### config.mk
export PLATFORM = sky130hd
export DESIGN_NAME = prog_cksum
export DESIGN_NICKNAME = d
export VERILOG_FILES = /design/src/rtl/prog_cksum_pkg.sv /design/src/rtl/prog_cksum_window.sv /design/src/rtl/prog_cksum_idterm.sv /design/src/rtl/prog_cksum_acc.sv /design/src/rtl/prog_cksum.sv
export SDC_FILE = /design/constraint.sdc
export NUM_CORES = 1
export LEC_CHECK = 0
export BUFFER_PORTS_ARGS = -buffer_cell sky130_fd_sc_hd__buf_4
export CAP_MARGIN = 30
export CORE_MARGIN = 2
export CORE_UTILIZATION = 51
export DETAILED_ROUTE_END_ITERATION = 16
export PLACE_DENSITY = 0.85
export SLEW_MARGIN = 20
export SYNTH_ARGS = -nofsm -noshare
export SYNTH_HDL_FRONTEND = slang
export SYNTH_SLANG_ARGS = --single-unit
### constraint.sdc
create_clock -name clk_i -period 5.55 [get_ports clk_i]
set_clock_uncertainty 0.1 [all_clocks]
set_input_delay 0.8325 -clock clk_i [delete_from_list [all_inputs] [get_ports clk_i]]
set_output_delay 0.8325 -clock clk_i [all_outputs]
set_load 0.01 [all_outputs]
### src/rtl/prog_cksum_pkg.sv
package prog_cksum_pkg;
  localparam int ADDR_W = 11;
  localparam int DATA_W = 14;
  localparam int SUM_W  = 16;
  localparam int ID_W   = 8;
  localparam int ID_N   = 4;
  localparam int NIB_W  = SUM_W / ID_N;

  typedef enum logic [1:0] {
    CP_ALL  = 2'b00,
    CP_LOW  = 2'b01,
    CP_HIGH = 2'b10,
    CP_OFF  = 2'b11
  } cp_e;

  localparam logic [SUM_W-1:0] CFG_MASK = 16'h3FFF;
endpackage

### src/rtl/prog_cksum_window.sv
module prog_cksum_window
  import prog_cksum_pkg::*;
#(
  parameter int AW = ADDR_W
) (
  input  logic          size_2k_i,
  input  logic [1:0]    cp_i,
  input  logic          wr_valid_i,
  input  logic [AW-1:0] wr_addr_i,
  output logic          take_o
);
  localparam int FULL = 1 << AW;
  localparam int HALF = FULL / 2;
  localparam logic [AW-1:0] LIM_2K_OFF  = AW'(FULL - 2);
  localparam logic [AW-1:0] LIM_1K_OFF  = AW'(HALF - 2);
  localparam logic [AW-1:0] LIM_2K_HIGH = AW'(FULL / 2 - 1);
  localparam logic [AW-1:0] LIM_2K_LOW  = AW'(FULL / 4 - 1);
  localparam logic [AW-1:0] LIM_1K_PART = AW'(HALF / 2 - 1);

  logic [AW-1:0] lim;
  logic          any;

  always_comb begin
    any = 1'b1;
    lim = '0;
    unique case (cp_e'(cp_i))
      CP_OFF:  lim = size_2k_i ? LIM_2K_OFF  : LIM_1K_OFF;
      CP_HIGH: lim = size_2k_i ? LIM_2K_HIGH : LIM_1K_PART;
      CP_LOW:  lim = size_2k_i ? LIM_2K_LOW  : LIM_1K_PART;
      default: any = 1'b0;
    endcase
  end

  assign take_o = wr_valid_i && any && (wr_addr_i <= lim);
endmodule

### src/rtl/prog_cksum_idterm.sv
module prog_cksum_idterm
  import prog_cksum_pkg::*;
(
  input  logic [ID_N*ID_W-1:0] ids_i,
  output logic [SUM_W-1:0]     term_o
);
  // ID0 lands in the top nibble
  for (genvar k = 0; k < ID_N; k++) begin : g_nib
    assign term_o[SUM_W-1-k*NIB_W -: NIB_W] = ids_i[k*ID_W +: NIB_W];
  end
endmodule

### src/rtl/prog_cksum_acc.sv
module prog_cksum_acc
  import prog_cksum_pkg::*;
(
  input  logic              clk_i,
  input  logic              rst_ni,
  input  logic              start_i,
  input  logic              take_i,
  input  logic [DATA_W-1:0] data_i,
  input  logic              fin_i,
  input  logic [SUM_W-1:0]  tail_i,
  output logic [SUM_W-1:0]  acc_o,
  output logic [SUM_W-1:0]  cksum_o,
  output logic              done_o
);
  logic [SUM_W-1:0] base, nxt;

  assign base = start_i ? '0 : acc_o;
  assign nxt  = base + (take_i ? SUM_W'(data_i) : '0);

  always_ff @(posedge clk_i or negedge rst_ni) begin
    if (!rst_ni) begin
      acc_o   <= '0;
      cksum_o <= '0;
      done_o  <= 1'b0;
    end else begin
      acc_o  <= nxt;
      done_o <= fin_i;
      if (fin_i) cksum_o <= nxt + tail_i;
    end
  end
endmodule

### src/rtl/prog_cksum.sv
module prog_cksum
  import prog_cksum_pkg::*;
(
  input  logic                  clk_i,
  input  logic                  rst_ni,
  input  logic                  start_i,
  input  logic                  size_2k_i,
  input  logic [1:0]            cp_i,
  input  logic                  wr_valid_i,
  input  logic [ADDR_W-1:0]     wr_addr_i,
  input  logic [DATA_W-1:0]     wr_data_i,
  input  logic                  fin_i,
  input  logic [SUM_W-1:0]      cfg_i,
  input  logic [ID_N*ID_W-1:0]  ids_i,
  output logic [SUM_W-1:0]      cksum_o,
  output logic                  done_o
);
  logic             take;
  logic [SUM_W-1:0] id_term, tail, acc_q;

  prog_cksum_window #(.AW(ADDR_W)) i_window (
    .size_2k_i (size_2k_i),
    .cp_i      (cp_i),
    .wr_valid_i(wr_valid_i),
    .wr_addr_i (wr_addr_i),
    .take_o    (take)
  );

  prog_cksum_idterm i_idterm (
    .ids_i (ids_i),
    .term_o(id_term)
  );

  assign tail = (cfg_i & CFG_MASK) + ((cp_e'(cp_i) == CP_OFF) ? '0 : id_term);

  prog_cksum_acc i_acc (
    .clk_i  (clk_i),
    .rst_ni (rst_ni),
    .start_i(start_i),
    .take_i (take),
    .data_i (wr_data_i),
    .fin_i  (fin_i),
    .tail_i (tail),
    .acc_o  (acc_q),
    .cksum_o(cksum_o),
    .done_o (done_o)
  );
endmodule

==> flow_summary.json <==
{
  "outcome": "finished, violations left",
  "violations": "negative setup slack",
  "drive_gt1_frac": 0.507,
  "rsz0062_at_grt": "true",
  "ys_seq_area_frac": 0.262,
  "dieArea_mm2": 0.00683,
  "grt_max_degree": 34,
  "cts_root_buf": "clkbuf_8",
  "hold_viol": 0,
  "setup_viol_count_final": 9,
  "busiest_layer": "met2",
  "yosys_register_bits": 33,
  "clock_latency_ns": 0.30,
  "routabilityCongestion": 0.860,
  "vias": 3331,
  "final_util": 0.846,
  "port_buffers": 79,
  "clockBufferDepth": 2,
  "min_period_ns": 6.34,
  "synth_area_mm2": 0.00316,
  "dp_slack_ns": -1.09,
  "area_growth_syn_to_layout_pct": 59.8,
  "max_freq_ghz": 0.158,
  "clock_sinks": 33,
  "cpPeakStageDelay_ns": 0.57,
  "leakage_nw": 2.49,
  "n_fill_cell": 285,
  "wl_um": 11600,
  "cp_data_required_time_ns": 5.64,
  "reg2reg_slack_ns": 1.09,
  "cp_slowest_cell": "fa_1",
  "ant_nets": 0,
  "synth-edff-count": 0,
  "yosysUniqueCellTypes": 45,
  "grt_pass1_wl_um": 15900,
  "cts_tree": "done",
  "async_flop_share": 1.00,
  "crit_top_cell": "ha_4",
  "drtPass1Iterations": 5,
  "grt_usage": 0.309,
  "use_met3": 0.0630,
  "place_area_mm2": 0.00454,
  "critPathTopFamily": "compound AO/OA/AOI/OAI gates",
  "timing.final.crit_share": 1.14,
  "ys.flop_type": "dfrtp_1",
  "drc_errors": 0,
  "die_h_um": 82.7,
  "htree_levels": 2,
  "arrival_ns": 6.43,
  "maxCapViolations": 0,
  "worstSetupPathType": "in2reg",
  "cts.clk_slew.worst_paths_ns": 0.08,
  "hold_class": "in2async",
  "grt_pass1_vias": 3393,
  "grt.met1_usage": 0.374,
  "antenna_found_initial": 0,
  "fin_tns_setup_ns": -3.62,
  "worst_pin_slew_ns": 0.485,
  "critical_path_buf_inv_count": 3,
  "io_pins": 98,
  "setup_ws_ns": -0.791,
  "ir_worst_vdd_v": 0.000269,
  "power.density_mw_per_mm2": 259,
  "vias_per_cell": 6.01,
  "design_area_mm2": 0.00504,
  "yosysWarnings": 0,
  "use_met2": 0.526,
  "num_antenna_cells": 0,
  "wl_per_cell_um": 21.0,
  "drv_slew": 0,
  "numCtsBuffers": 5,
  "initial_core_util": 0.530,
  "hold_buffers": 0,
  "row_count": 28,
  "dpl.hpwl_um": 6610,
  "overflow": 0,
  "worstSetupStartpointType": "input port",
  "fp.coreArea_mm2": 0.00596,
  "drtIter0Drc": 194,
  "die_w_um": 82.7,
  "cp-end-kind": "register",
  "avgSynthCellArea_um2": 9.89,
  "critical_path.max_fanout": 7,
  "syn_nets": 454,
  "slew_headroom": 0.676,
  "final_nets": 613,
  "syn_inst": 319
}
==> worst reg2reg max path: cells and delay by family (launching register included) <==
family                   cells  cell delay (ns)
AO/OA/AOI/OAI                8             1.54
flip-flops                   1             0.37
XOR/XNOR                     2             0.37
adder cells (fa/ha/maj)      4             1.49
AND/OR/NAND/NOR              5             0.47
==> path summary, 6_finish.rpt <==
path                                         from  cells past startpoint                end
worst max-delay path                      cp_i[0]                     29  i_acc.cksum_o[15]
worst min-delay path                       rst_ni                      1    i_acc.acc_o[10]
worst max register to register     i_acc.acc_o[0]                     19  i_acc.cksum_o[15]
worst min register to register  i_acc.cksum_o[10]                      1  i_acc.cksum_o[10]
max in group asynchronous                  rst_ni                      1   i_acc.cksum_o[8]
min in group clk_i              i_acc.cksum_o[10]                      1  i_acc.cksum_o[10]
==> sequential cells by signal, indices dropped and copies added (netlist names) <==
signal         flops
i_acc.done_o       1
i_acc.cksum_o     16
i_acc.acc_o       16
==> kinds of logic after synthesis <==
| group | count (synthesis) | synth area share |
|---|---|---|
| DFF | 33 | 0.262 |
| muxes | 12 | 0.0428 |
| adders and majority gates | 54 | 0.252 |
| buffers and inverters | 24 | 0.0285 |
| and+or+nand+nor | 90 | 0.159 |
| xor gates and xnor gates | 27 | 0.0749 |
| AOI/OAI and AO/OA | 79 | 0.180 |
==> stage by stage <==
stage / hold WS (ns) / instances / total power, mW
after detailed placement: 0.397 / 536 / 1.01
after CTS: 0.390 / 552 / 1.24
after floorplan: 0.419 / 319 / 0.711
after global placement: 0.385 / 536 / 0.983
final: 0.372 / 554 / 1.30
after global routing: 0.400 / 554 / 1.37
==> routing by layer <==
metal	up-vias	share of wire
li1	1455	-
met2	191	0.50
met4	0	0.053
met3	64	0.064
met5	-	0
met1	1621	0.38
==> where the power goes <==
part	switching [mW]	internal [mW]	leakage [nW]
Combinational	0.359	0.423	2.04
Clock	0.0952	0.0893	0.0395
Sequential	0.0321	0.306	0.414
Total	0.487	0.818	2.49
==> cell type report <==
| type | instances | area (µm²) | share of cell area |
|---|---|---|---|
| tap | 75 | 93.8 | 0.0186 |
| sequential | 33 | 826 | 0.164 |
| clock buffer | 8 | 80.1 | 0.0159 |
| inverter | 19 | 75.1 | 0.0149 |
| timing repair buffer | 157 | 1200 | 0.238 |
| multi-input combinational | 262 | 2770 | 0.549 |
==> cell usage after synthesis (2+ instances only) <==
| library cell | count | area [µm²] |
|---|---|---|
| ha_1 | 38 | 475 |
| fa_1 | 16 | 320 |
| dfrtp_1 | 33 | 826 |
| nor2_1 | 11 | 41.3 |
| o21a_1 | 6 | 45.0 |
| o21ai_1 | 2 | 10.0 |
| or2_2 | 2 | 12.5 |
| o211ai_1 | 3 | 22.5 |
| clkbuf_1 | 5 | 18.8 |
| a2111oi_0 | 3 | 26.3 |
| nand4_1 | 2 | 12.5 |
| a21o_1 | 12 | 90.1 |
| a21oi_1 | 21 | 105 |
| nand2b_1 | 6 | 37.5 |
| nor3_1 | 2 | 10.0 |
| nand3_1 | 6 | 30.0 |
| xor2_1 | 9 | 78.8 |
| and2_1 | 14 | 87.6 |
| a211oi_1 | 3 | 22.5 |
| o21bai_1 | 4 | 30.0 |
| nor2b_1 | 31 | 194 |
| o21ai_0 | 9 | 45.0 |
| mux2_2 | 12 | 135 |
| a31oi_1 | 2 | 12.5 |
| a41o_1 | 2 | 20.0 |
| nand2_1 | 11 | 41.3 |
| inv_1 | 19 | 71.3 |
| xnor2_1 | 18 | 158 |
==> repair_timing <==
item                                    CTS  global route
gates cloned                              0             0
setup buffers                             9             2
pin swaps                                25            10
endpoints found under the setup margin   10            11
gates resized for setup                  34            28
endpoints found under the hold margin     0             0
==> layout by cell type, fill, tap and decap left out, types with 4 or more instances in the layout <==
master	synthesis	final
buf_4	0	152
dfrtp_1	33	33
nor2b_1	31	31
ha_1	38	21
inv_1	19	17
ha_4	0	15
fa_1	16	13
a21o_1	12	12
a21oi_1	21	12
xnor2_1	18	12
and2_1	14	11
mux2_2	12	11
nand2_1	11	10
xor2_1	9	9
nor2_1	11	9
a21oi_2	1	7
o21a_1	6	6
nand3_1	6	6
nand2b_1	6	6
xnor2_2	0	5
clkbuf_8	0	5
o21ai_0	9	4
buf_6	0	4
No activity file was read; power rests on OpenSTA's default activity.
